===== src/rtl/sdram_row_decoder_pkg.sv =====
package sdram_row_decoder_pkg;
  localparam int ROW_NUM = 4;
  localparam int BND_W   = 8;
  localparam int IDX_W   = $clog2(ROW_NUM);

  typedef struct packed {
    logic [ROW_NUM-1:0] wrStrobe;
    logic [BND_W-1:0]   wrData;
    logic [IDX_W-1:0]   rdIdx;
  } regCtrl_t;
endpackage


===== src/rtl/sdram_row_ctrl.sv =====
module sdram_row_ctrl
  import sdram_row_decoder_pkg::*;
(
  input  logic             regWrEn,
  input  logic [IDX_W-1:0] regAddr,
  input  logic [BND_W-1:0] regWrData,
  output regCtrl_t         ctrl
);
  always_comb begin
    ctrl.wrStrobe = '0;
    for (int i = 0; i < ROW_NUM; i++) begin
      if (regWrEn && (regAddr == IDX_W'(i))) ctrl.wrStrobe[i] = 1'b1;
    end
    ctrl.wrData = regWrData;
    ctrl.rdIdx  = regAddr;
  end
endmodule


===== src/rtl/sdram_row_datapath.sv =====
module sdram_row_datapath
  import sdram_row_decoder_pkg::*;
#(
  parameter int ADDR_W = 32
) (
  input  logic               clk,
  input  logic               rstN,
  input  regCtrl_t           ctrl,
  input  logic [ADDR_W-1:0]  addr,
  output logic [BND_W-1:0]   rdData,
  output logic [ROW_NUM-1:0] rowSel,
  output logic               outOfRange,
  output logic [ROW_NUM-1:0] rowPopulated
);
  localparam int SHIFT = ADDR_W - BND_W;

  logic [BND_W-1:0]   bound    [ROW_NUM];
  logic [BND_W-1:0]   lowBound [ROW_NUM];
  logic [ADDR_W-1:0]  topAddr  [ROW_NUM];
  logic [ADDR_W-1:0]  baseAddr [ROW_NUM];
  logic [ROW_NUM-1:0] rowHit;

  for (genvar i = 0; i < ROW_NUM; i++) begin : gRow
    always_ff @(posedge clk or negedge rstN) begin
      if (!rstN)                  bound[i] <= '0;
      else if (ctrl.wrStrobe[i])  bound[i] <= ctrl.wrData;
    end

    if (i == 0) begin : gFirst
      assign lowBound[i] = '0;
    end else begin : gNext
      assign lowBound[i] = bound[i-1];
    end

    assign topAddr[i]      = ADDR_W'(bound[i]) << SHIFT;
    assign baseAddr[i]     = ADDR_W'(lowBound[i]) << SHIFT;
    assign rowHit[i]       = (addr >= baseAddr[i]) && (addr < topAddr[i]);
    assign rowPopulated[i] = bound[i] > lowBound[i];

    AST_WR_LANDS: assert property (@(posedge clk) disable iff (!rstN)
      ctrl.wrStrobe[i] |=> (bound[i] == $past(ctrl.wrData)));
    AST_HOLD_IDLE: assert property (@(posedge clk) disable iff (!rstN)
      !ctrl.wrStrobe[i] |=> $stable(bound[i]));
    AST_EMPTY_UNSEL: assert property (@(posedge clk) disable iff (!rstN)
      rowSel[i] |-> rowPopulated[i]);
  end

  assign outOfRange = addr >= topAddr[ROW_NUM-1];

  always_comb begin
    logic found;
    found  = 1'b0;
    rowSel = '0;
    for (int i = 0; i < ROW_NUM; i++) begin
      if (!found && rowHit[i] && !outOfRange) begin
        rowSel[i] = 1'b1;
        found     = 1'b1;
      end
    end
  end

  assign rdData = bound[ctrl.rdIdx];

  AST_SEL_ONEHOT: assert property (@(posedge clk) disable iff (!rstN)
    $onehot0(rowSel));
  AST_OOR_QUIET: assert property (@(posedge clk) disable iff (!rstN)
    outOfRange |-> (rowSel == '0));
endmodule


===== src/rtl/sdram_row_decoder.sv =====
module sdram_row_decoder
  import sdram_row_decoder_pkg::*;
#(
  parameter int ADDR_W = 32
) (
  input  logic               clk,
  input  logic               rstN,
  input  logic               regWrEn,
  input  logic [IDX_W-1:0]   regAddr,
  input  logic [BND_W-1:0]   regWrData,
  output logic [BND_W-1:0]   regRdData,
  input  logic [ADDR_W-1:0]  addr,
  output logic [ROW_NUM-1:0] rowSel,
  output logic               outOfRange,
  output logic [ROW_NUM-1:0] rowPopulated
);
  regCtrl_t ctrl;

  sdram_row_ctrl uCtrl (
    .regWrEn   (regWrEn),
    .regAddr   (regAddr),
    .regWrData (regWrData),
    .ctrl      (ctrl)
  );

  sdram_row_datapath #(.ADDR_W(ADDR_W)) uData (
    .clk          (clk),
    .rstN         (rstN),
    .ctrl         (ctrl),
    .addr         (addr),
    .rdData       (regRdData),
    .rowSel       (rowSel),
    .outOfRange   (outOfRange),
    .rowPopulated (rowPopulated)
  );
endmodule


===== config.mk =====
export PLATFORM = sky130hd
export DESIGN_NAME = sdram_row_decoder
export DESIGN_NICKNAME = d
export VERILOG_FILES = /design/src/rtl/sdram_row_decoder_pkg.sv /design/src/rtl/sdram_row_ctrl.sv /design/src/rtl/sdram_row_datapath.sv /design/src/rtl/sdram_row_decoder.sv
export SDC_FILE = /design/constraint.sdc
export NUM_CORES = 1
export LEC_CHECK = 0
export CORE_MARGIN = 2
export CORE_UTILIZATION = 50
export DETAILED_ROUTE_END_ITERATION = 7
export DONT_BUFFER_PORTS = 1
export PLACE_DENSITY = 0.69
export SLEW_MARGIN = 20
export SYNTH_ARGS = -nofsm -noshare
export SYNTH_HDL_FRONTEND = slang
export SYNTH_SLANG_ARGS = --single-unit

===== constraint.sdc =====
create_clock -name clk -period 2.9 [get_ports clk]
set_input_delay 0.725 -clock clk [delete_from_list [all_inputs] [get_ports clk]]
set_output_delay 0.725 -clock clk [all_outputs]
set_load 0.02 [all_outputs]

# Word level (Yosys, flattened, before mapping)

Index checks and enable logic that the tools add are counted.

Order comparisons: 14
Equal/unequal tests: 3
Multiplexer cells: 13
Bitwise operators: 1
Reductions and logical operators: 20

Operator list:

| cell                | count |
|---|---|
| $ge 32x32->1        | 4 |
| $lt 32x32->1        | 4 |
| $ge 32x1->1 const B | 1 |
| $gt 8x8->1          | 3 |
| $bmux 8 s2          | 1 |
| $mux 8              | 2 |
| $logic_and 1x1->1   | 15 |
| $mux 1              | 10 |
| $gt 8x1->1 const B  | 1 |
| $eq 2x2->1 const B  | 2 |
| $logic_not 1->1     | 4 |
| $ge 3x3->1 const B  | 1 |
| $not 2->3           | 1 |
| $eq 2x1->1 const B  | 1 |
| $logic_not 2->1     | 1 |

Flip-flop bits (word level): 32
Input port bits: 45
Output and inout port bits: 17
Logic and storage cells: 55

# Longest topological paths before layout

Gate-level depths: netlist of the first run.

Depth after elaboration: 16
Mapped depth: 8
Mapped depth without buffers: 7

# By module

Synthesis of the first run repeated with hierarchy kept, for this count alone.

Cells, all modules: 301
Area total of the unflattened synthesis: 2795.2 sq um

Modules (own cells, without submodules):

| module             | times used | cells each | area an instance (sq um) | seq. area each (sq um) |
|---|---|---|---|---|
| sdram_row_datapath | 1          | 287        | 2682.6                   | 800.8 |
| sdram_row_ctrl     | 1          | 14         | 112.6                    | 0.0 |

# Least setup slack after synthesis of the first run

OpenSTA, ideal clock, no wires.

Path type: input port to output port
Start: input port addr[25]
End: output port rowSel[3]
Data arrival time: 2.214 ns
Required time: 2.175 ns
Setup slack: -0.039 ns
Stages on the path: 7
Buffers on the path: 1
Cells stage by stage: ha_1 > nor2b_1 > o211ai_1 > a21oi_1 > or3_1 > buf_6 > nor4b_4

Longest elaborated chain between the ends: 16
Elaborated cells on any way between the ends: 28
Those cells by class: order compare: 9; mux: 4; reduce/logical: 15

RTL lines:

| element                         | line                     | text |
|---|---|---|
| start, declared                 | sdram_row_decoder.sv:12  | `input logic [ADDR_W-1:0] addr,` |
| $ge 32x32->1 *                  | sdram_row_datapath.sv:48 | `assign outOfRange = addr >= topAddr[ROW_NUM-1];` |
| via outOfRange                  | sdram_row_decoder.sv:14  | `output logic outOfRange,` |
| $logic_not 1->1 *               | sdram_row_datapath.sv:55 | `if (!found && rowHit[i] && !outOfRange) begin` |
| $logic_and 1x1->1               | sdram_row_datapath.sv:55 |  |
| $mux 1                          | sdram_row_datapath.sv:55 |  |
| $logic_not 1->1                 | sdram_row_datapath.sv:55 |  |
| $logic_and 1x1->1 (2 in series) | sdram_row_datapath.sv:55 |  |
| $mux 1                          | sdram_row_datapath.sv:55 |  |
| $logic_not 1->1                 | sdram_row_datapath.sv:55 |  |
| $logic_and 1x1->1 (2 in series) | sdram_row_datapath.sv:55 |  |
| $mux 1                          | sdram_row_datapath.sv:55 |  |
| $logic_not 1->1                 | sdram_row_datapath.sv:55 |  |
| $logic_and 1x1->1               | sdram_row_datapath.sv:55 |  |
| $logic_and 1x1->1 *             | sdram_row_datapath.sv:55 |  |
| $mux 1 *                        | sdram_row_datapath.sv:55 |  |
| end, declared                   | sdram_row_decoder.sv:13  | `output logic [ROW_NUM-1:0] rowSel,` |

The timed path passes the listed nets; every way through them passes the cells marked *.

# Worst setup path in the final report of the first run

Start: register uData.bound, in the netlist uData.baseAddr[25]
End: output port rowSel[2]

Longest elaborated chain between the ends: 5

RTL lines:

| element                         | line                     | text |
|---|---|---|
| start, declared                 | sdram_row_datapath.sv:17 | `logic [BND_W-1:0] bound [ROW_NUM];` |
| start signal, assigned by index | sdram_row_datapath.sv:26 | `else if (ctrl.wrStrobe[i]) bound[i] <= ctrl.wrData;` |
| $lt 32x32->1                    | sdram_row_datapath.sv:37 | `assign rowHit[i] = (addr >= baseAddr[i]) && (addr < topAddr[i]);` |
| $logic_and 1x1->1               | sdram_row_datapath.sv:37 |  |
| $logic_and 1x1->1 (2 in series) | sdram_row_datapath.sv:55 |  |
| $mux 1                          | sdram_row_datapath.sv:55 |  |

Every way passes these cells.

==> results of run 1 <==
-- state kept, by name, indices dropped and copies added (netlist names) --
signal          cells
uData.baseAddr     24
uData.bound         8
-- worst reg2reg max path, delay by kind of cell, from the launching register on --
kind / cells / cell delay (ns)
flops: 1 / 0.41
mux: 1 / 0.26
buf+inv: 1 / 0.16
-- power by group --
group	internal [uW]	switching, uW	total (uW)	leakage [uW]
Combinational	443	477	920	0.00103
Clock	255	167	422	0.0000552
Sequential	530	98.4	628	0.000381
Total	1230	743	1970	0.00147
-- layout by cell type (no fill, tap or decap), types with 2 or more instances in the layout --
master,count
sky130_fd_sc_hd__nand3b_1,2
sky130_fd_sc_hd__a21o_1,2
sky130_fd_sc_hd__dfrtp_1,31
sky130_fd_sc_hd__inv_2,5
sky130_fd_sc_hd__nand2_1,11
sky130_fd_sc_hd__o22a_1,3
sky130_fd_sc_hd__buf_4,18
sky130_fd_sc_hd__nor3b_2,2
sky130_fd_sc_hd__o21ai_0,12
sky130_fd_sc_hd__nand3_1,3
sky130_fd_sc_hd__clkbuf_8,5
sky130_fd_sc_hd__mux2_2,25
sky130_fd_sc_hd__a21oi_1,17
sky130_fd_sc_hd__nor2b_4,2
sky130_fd_sc_hd__nand2b_1,3
sky130_fd_sc_hd__nand4_1,12
sky130_fd_sc_hd__o21ai_1,2
sky130_fd_sc_hd__o21a_1,3
sky130_fd_sc_hd__mux4_2,8
sky130_fd_sc_hd__o211ai_1,4
sky130_fd_sc_hd__nor2b_1,8
sky130_fd_sc_hd__inv_1,29
sky130_fd_sc_hd__ha_4,6
sky130_fd_sc_hd__ha_1,49
sky130_fd_sc_hd__nor4_1,7
-- area by class of cell --
cell class | instances | share of cell area [%]
flip-flops and latches | 32 | 24.9
repair buffers | 19 | 4.55
well taps | 72 | 2.80
multi-input cells | 193 | 60.2
clock buffers | 6 | 2.26
inverters | 35 | 4.20
clock inverters | 2 | 1.09
-- per-layer routing --
metal	track usage, %	wire length [um]	up-vias
met5	0	0	-
met3	5.11	547	19
met1	29.6	2900	1050
met4	10.4	226	0
li1	-	-	1021
met2	37.0	3270	90
-- path summary, 6_finish.rpt --
| path | from | to | slack [ns] |
|---|---|---|---|
| max | uData.baseAddr[25]$_DFFE_PN0P_ | rowSel[2] | 0.03 |
| min | rstN | uData.baseAddr[57]$_DFFE_PN0P_ | 0.12 |
| max reg2reg | uData.bound[1]$_DFFE_PN0P_ | uData.bound[1]$_DFFE_PN0P_ | 1.96 |
| min reg2reg | uData.baseAddr[60]$_DFFE_PN0P_ | uData.baseAddr[60]$_DFFE_PN0P_ | 0.58 |
| max in group asynchronous | rstN | uData.bound[2]$_DFFE_PN0P_ | 2.69 |
| min in group clk | regWrData[1] | uData.baseAddr[89]$_DFFE_PN0P_ | 0.55 |
-- cells by family after synthesis --
kind of cell,synth area share [%]
simple gates,13.4
fa+ha+maj,25.1
compound gates,10.6
buf+inv,5.69
mux,16.5
flops,28.7
-- through the flow --
stage / worst slack [ns] / cell area, um2
after floorplan: 0.00935 / 2790
after global placement: -0.0422 / 2940
after detailed placement: -0.0931 / 2940
after CTS: -0.0180 / 3060
after global routing: -0.0978 / 3220
final: 0.0266 / 3220
-- timing repair --
| item | 4_1_cts | 5_1_grt |
|---|---|---|
| pin swaps | 2 | 9 |
| resized for setup | 2 | 20 |
| cloned | 0 | 0 |
| endpoints found under the setup margin | 5 | 4 |
| buffers inserted | 1 | 7 |
==> impl_summary.log, run 1 <==
INFO  metric synth_async_sr_flop_share = 100%
INFO  metric final_cell_count_no_fill = 359
INFO  metric maximum_capacitance_violations = 0
INFO  metric maximum_number_of_pins_on_one_net_before_global_route_repair = 33
INFO  metric max_freq = 0.348 GHz
INFO  metric post-layout-total-power = 1970 uW
INFO  metric timing.max_slew.rel_slack = ~65%
INFO  metric antenna_found_initial = 0
INFO  metric synth_seq_cells = 32
INFO  metric synth-edff-count = 0
INFO  metric wp_depth = 7
INFO  metric synth_top_area_cell = sky130_fd_sc_hd__dfrtp_1
INFO  metric layout-drive-gt1-share = 29.3%
INFO  metric wire_length_after_detailed_routing = 6.95 mm
INFO  metric route.detailed.wl_per_inst = 19.3 um
INFO  metric synth-main-ff-cell = sky130_fd_sc_hd__dfrtp_1
INFO  metric global_route.usage.total = 23.0%
INFO  metric top_level_ports = 62
INFO  metric ff2ff_path_depth = 2
INFO  metric critical_path.n_buffers_inverters = 1
INFO  metric dp.final_hpwl = 5.51 mm
INFO  metric critPathKind = register to output port
INFO  metric synth_seq_area_share = 28.7%
INFO  metric fillerInstances = approximately 470
INFO  metric cts_root_buffer = sky130_fd_sc_hd__clkbuf_8
INFO  metric floorplan.rows = 27
INFO  metric path_clk_slew = 0.07 ns
INFO  metric top_post_synthesis_cells_by_area = sky130_fd_sc_hd__dfrtp_1, sky130_fd_sc_hd__ha_1, sky130_fd_sc_hd__mux2_2
INFO  metric die_area = 6200 um2
INFO  metric end_kind = output port
INFO  metric finalSetupTns = 0 ns
INFO  metric total_power_density_per_cell_area = 612 nW/um2
INFO  metric timing.critical_path.max_delay_family = simple AND/OR/NAND/NOR gates
INFO  metric worst_max_slew_pin_slew = 0.523 ns
INFO  metric post_synth.cell_area_avg = 10.6 um2
INFO  metric number_of_global_route_vias_before_repair = 2245
INFO  metric hold_ws = 0.119 ns
INFO  metric synthToLayoutAreaGrowth = 15.2%
INFO  metric clock_sink_count = 32
INFO  metric final.min_clock_period = 2.87 ns
INFO  metric utilization = between 50% and 60%
INFO  metric leakage = 0.00147 uW
INFO  metric drc = 0
INFO  metric vdd.ir_drop.worst = 596 uV
INFO  metric insertedDiodeCount = 0
INFO  metric report.final.hold_viol_count = 0
INFO  metric placed_cells = around 340
INFO  metric yosysMostFrequentCell = sky130_fd_sc_hd__ha_1
INFO  metric avgViaCountPerCell = a little over 6
INFO  metric startpoint_type = register
INFO  metric synthesized_nets = about 370
INFO  metric tritoncts.num_buffers = 5
INFO  metric synth_commonest_cells = sky130_fd_sc_hd__ha_1, sky130_fd_sc_hd__inv_1, sky130_fd_sc_hd__dfrtp_1
INFO  metric core-area = approximately 5400 um2
INFO  metric vias = roughly 2200
INFO  metric source_to_sink_clock_delay_at_the_later_pin_of_the_worst_skew_pair = 0.29 ns
INFO  metric rsz0062_at_grt = yes
INFO  metric htreeDepth = 2
INFO  metric drt.antenna.violating_nets = 0
INFO  metric synth.distinct_cells = 33
INFO  metric timing.critical_path.slowest_cell_delay = between 0.4 and 0.5 ns
INFO  metric sequential_cell_area = approximately 800 um2
INFO  metric port_buffers = 0
INFO  metric setup_viol = 0
INFO  metric cts_hold_buffers = 0
INFO  metric min-delay-path-class = input pin to async pin
INFO  metric outcome = completed
INFO  metric critPathRequiredTime = 2.17 ns
INFO  metric synth_warn = 0
INFO  metric drt_pre_antenna_iters = 4
INFO  metric placer_congestion_estimate = about 0.86
INFO  metric worst_path_max_delay_cell = sky130_fd_sc_hd__nor4_4
INFO  metric cts_tree = built
INFO  metric initial_core_util = 51.3%
INFO  metric crit_chain = inv_2 -> ha_4 -> nor2b_4 -> o211ai_1 -> a21oi_1 -> a211o_1 -> nor4_4
INFO  metric grt_pass1_wl = 10.8 mm
INFO  metric syn-instance-count = about 260
INFO  metric synth_area = approximately 2800 um2
INFO  metric die_height = 78.7 um
INFO  metric worst-endpoint-arrival = 2.15 ns
INFO  metric drt_first_iter_violations = 52
INFO  metric grt-ovfl-total = 0
INFO  metric fin_crit_sh = ~99%
INFO  metric netlist.area_leader.share = 28.7%
INFO  metric nNetsFinal = 387
INFO  metric ctsLongestPathBuffers = 2
INFO  metric multi_input_area = 1940 um2
INFO  metric fin_skew = 0 ns
INFO  metric timing.critical_path.fanout_max = 4
INFO  metric fp.dieW = a little under 80 um
INFO  metric slew_violations = 0
Power figures use the tool's default switching activity.
==> run 2: changes to the inputs <==
CORE_UTILIZATION = 40   (was 50)
PLACE_DENSITY = 0.58   (was 0.69)
==> run 2 against run 1 <==
  * Routed wire length shrank 1.9%
  * Via count is 3.0% lower
  * Register-to-register slack worse by 0.02 ns
  * Sequential cell count did not move
  * Final cell count up 1.4%
  * First-iteration DRC count grew 110%
==> impl_summary.log, run 2 (same netlist as run 1, synthesis figures left out) <==
INFO  metric power.switching = 699 uW (was 743 uW)
INFO  metric insertedDiodeCount = 0 (unchanged)
INFO  metric met3WireLength = 422 um (was 547 um)
INFO  metric max_freq = 0.348 GHz (about the same)
INFO  metric maximum_capacitance_violations = 0 (unchanged)
INFO  metric power_frac_seq = 34.6% (was 31.9%)
INFO  metric synthToLayoutAreaGrowth = 10.8% (was 15.2%)
INFO  metric antenna_found_initial = 0 (unchanged)
INFO  metric vias = 2115 (was 2180)
INFO  metric drt_first_iter_violations = 109 (was 52)
INFO  metric route.met2.wl = 3.04 mm (was 3.27 mm)
INFO  metric ctsLongestPathBuffers = 2 (unchanged)
INFO  metric critPathLaunch = addr[24] (was uData.baseAddr[25]$_DFFE_PN0P_)
INFO  metric top_level_ports = 62 (unchanged)
INFO  metric fin_crit_sh = 99.2% (was 99.1%)
INFO  metric route.detailed.wl_per_inst = 18.7 um (was 19.3 um)
INFO  metric placed_cells = 353 (was 343)
INFO  metric end_kind = output port (unchanged)
INFO  metric worstReg2RegEnd = uData.bound[1]$_DFFE_PN0P_ (unchanged)
INFO  metric startpoint_type = input pin (was register)
INFO  metric reg2reg_setup_slack = 1.94 ns (was 1.96 ns)
INFO  metric finalSetupTns = 0 ns (unchanged)
INFO  metric total_power_density_per_cell_area = 583 nW/um2 (was 612 nW/um2)
INFO  metric core-area = 6760 um2 (was 5440 um2)
INFO  metric wire_length_after_detailed_routing = 6.82 mm (was 6.95 mm)
INFO  metric global_route.usage.total = 18.9% (was 23.0%)
INFO  metric utilization = 45.8% (was 59.2%)
INFO  metric dp.final_hpwl = 5.66 mm (was 5.51 mm)
INFO  metric comb_power_share = 48.0% (was 46.7%)
INFO  metric pwr-share-clk = 17.4% (was 21.4%)
INFO  metric cts_tree = built (unchanged)
INFO  metric setup_viol = 0 (unchanged)
INFO  metric most_frequent_cells_in_the_layout = sky130_fd_sc_hd__ha_1, sky130_fd_sc_hd__dfrtp_1, sky130_fd_sc_hd__inv_1 (unchanged)
INFO  metric timing.critical_path.fanout_max = 5 (was 4)
INFO  metric postPlaceCellArea = 2960 um2 (was 2940 um2)
INFO  metric drt.antenna.violating_nets = 0 (unchanged)
INFO  metric number_of_global_route_vias_before_repair = 2177 (was 2245)
INFO  metric grt_pass1_wl = 10.9 mm (was 10.8 mm)
INFO  metric initial_core_util = 41.3% (was 51.3%)
INFO  metric htreeDepth = 2 (unchanged)
INFO  metric maximum_number_of_pins_on_one_net_before_global_route_repair = 33 (unchanged)
INFO  metric drc = 0 (unchanged)
INFO  metric worst_max_slew_pin_slew = 0.576 ns (was 0.523 ns)
INFO  metric min-delay-path-class = input pin to async pin (unchanged)
INFO  metric nNetsFinal = 385 (was 387)
INFO  metric vdd.ir_drop.worst = 389 uV (was 596 uV)
INFO  metric fp.dieW = 87.6 um (was 78.7 um)
INFO  metric cts_root_buffer = sky130_fd_sc_hd__clkbuf_8 (unchanged)
INFO  metric port_buffers = 0 (unchanged)
INFO  metric die_height = 87.6 um (was 78.7 um)
INFO  metric rsz0062_at_grt = yes (unchanged)
INFO  metric internal_power = 1110 uW (was 1230 uW)
INFO  metric largest_register_ffs = 24 (unchanged)
INFO  metric layout-drive-gt1-share = 24.3% (was 29.3%)
INFO  metric slew_violations = 0 (unchanged)
INFO  metric drt-met1-wl = 3.29 mm (was 2.90 mm)
INFO  metric avgViaCountPerCell = 5.81 (was 6.07)
INFO  metric floorplan.rows = 30 (was 27)
INFO  metric ff2ff_path_depth = 2 (unchanged)
INFO  metric die_area = 7670 um2 (was 6200 um2)
INFO  metric tritoncts.num_buffers = 5 (unchanged)
INFO  metric leakage = 0.00144 uW (was 0.00147 uW)
INFO  metric source_to_sink_clock_delay_at_the_later_pin_of_the_worst_skew_pair = 0.28 ns (was 0.29 ns)
INFO  metric grt-ovfl-total = 0 (unchanged)
INFO  metric drt_pre_antenna_iters = 4 (unchanged)
INFO  metric final_cell_count_no_fill = 364 (was 359)
INFO  metric fillerInstances = 658 (was 467)
INFO  metric highest_layer = met4 (unchanged)
INFO  metric outcome = completed (unchanged)
INFO  metric worst-endpoint-arrival = 2.15 ns (about the same)
INFO  metric path_clk_slew = 0.06 ns (was 0.07 ns)
INFO  metric clock_sink_count = 32 (unchanged)
INFO  metric post-layout-total-power = 1800 uW (was 1970 uW)
INFO  metric timing.max_slew.rel_slack = 61.5% (was 65.0%)
INFO  metric report.final.hold_viol_count = 0 (unchanged)
INFO  metric fin_skew = 0 ns (unchanged)
INFO  metric netSwitchingFraction = 38.7% (was 37.7%)
INFO  metric placer_congestion_estimate = 0.789 (was 0.862)
INFO  metric final_design_area_no_fill = 3100 um2 (was 3220 um2)
INFO  metric final.min_clock_period = 2.88 ns (was 2.87 ns)
INFO  metric leading_cell_type_in_the_layout_fill_and_taps_excluded = sky130_fd_sc_hd__ha_1 (unchanged)
INFO  metric critical_path.reg2reg.startpoint = uData.bound[1]$_DFFE_PN0P_ (unchanged)
INFO  metric critPathKind = input pin to output port (was register to output port)
INFO  metric critPathRequiredTime = 2.17 ns (about the same)
[run 2: cell count changes in the layout (fill, tap and decap cells not counted), sizes merged]
cell	change
inv	+1
bufinv	-1
buf	-2
clkinvlp	-1
[run 2: per-layer routing]
layer / vias up / track usage (%)
met5: - / 0
met4: 0 / 4.62
met3: 6 / 3.30
met2: 73 / 30.0
met1: 1020 / 26.8
li1: 1016 / -
[run 2: worst max path at each step]
stage	endpoint	slack, ns
after floorplan	rowSel[1]	0.009
after global placement	rowSel[3]	-0.05
after detailed placement	rowSel[3]	-0.07
after CTS	rowSel[3]	-0.01
after global routing	rowSel[3]	-0.08
final	rowSel[3]	0.02
[run 2: timing repair]
item / in CTS / in global routing
setup endpoints to repair: 5 / 4
buffers inserted: 1 / 3
hold buffers: 0 / 0
endpoints found under the hold margin: 0 / 0
pin swaps: 2 / 7
gates resized for setup: 2 / 5
[run 2: power by group through the flow]
stage	Sequential [uW]	Combinational (uW)	Clock, uW
after global placement	630	818	0
after floorplan	596	646	0
after CTS	623	856	322
after detailed placement	632	839	0
after global routing	635	987	342
final	624	867	314
[run 2: per-stage QoR]
step / setup slack, ns / hold WS [ns]
4_1_cts: -0.0117 / 0.128
2_1_floorplan: 0.00935 / 0.429
3_5_place_dp: -0.0741 / 0.430
6_report: 0.0239 / 0.136
5_1_grt: -0.0753 / 0.122
3_3_place_gp: -0.0502 / 0.430
[run 2: final cells by class]
class / instances / area, um2 / area share, %
multi-input combinational: 193 / 1860 / 60.0
sequential: 32 / 801 / 25.9
inverter: 35 / 131 / 4.24
timing repair buffer: 17 / 128 / 4.12
tap: 80 / 100 / 3.23
clock buffer: 6 / 72.6 / 2.34
clock inverter: 1 / 5.00 / 0.162
[run 2: worst max-delay path: stages]
cell and delay, ns:
sky130_fd_sc_hd__inv_1 0.11, sky130_fd_sc_hd__ha_1 0.21, sky130_fd_sc_hd__nor2b_4 0.04, sky130_fd_sc_hd__o211ai_1 0.16
sky130_fd_sc_hd__a21oi_1 0.09, sky130_fd_sc_hd__or3_4 0.42, sky130_fd_sc_hd__nor4b_4 0.21, sky130_fd_sc_hd__buf_4 0.17
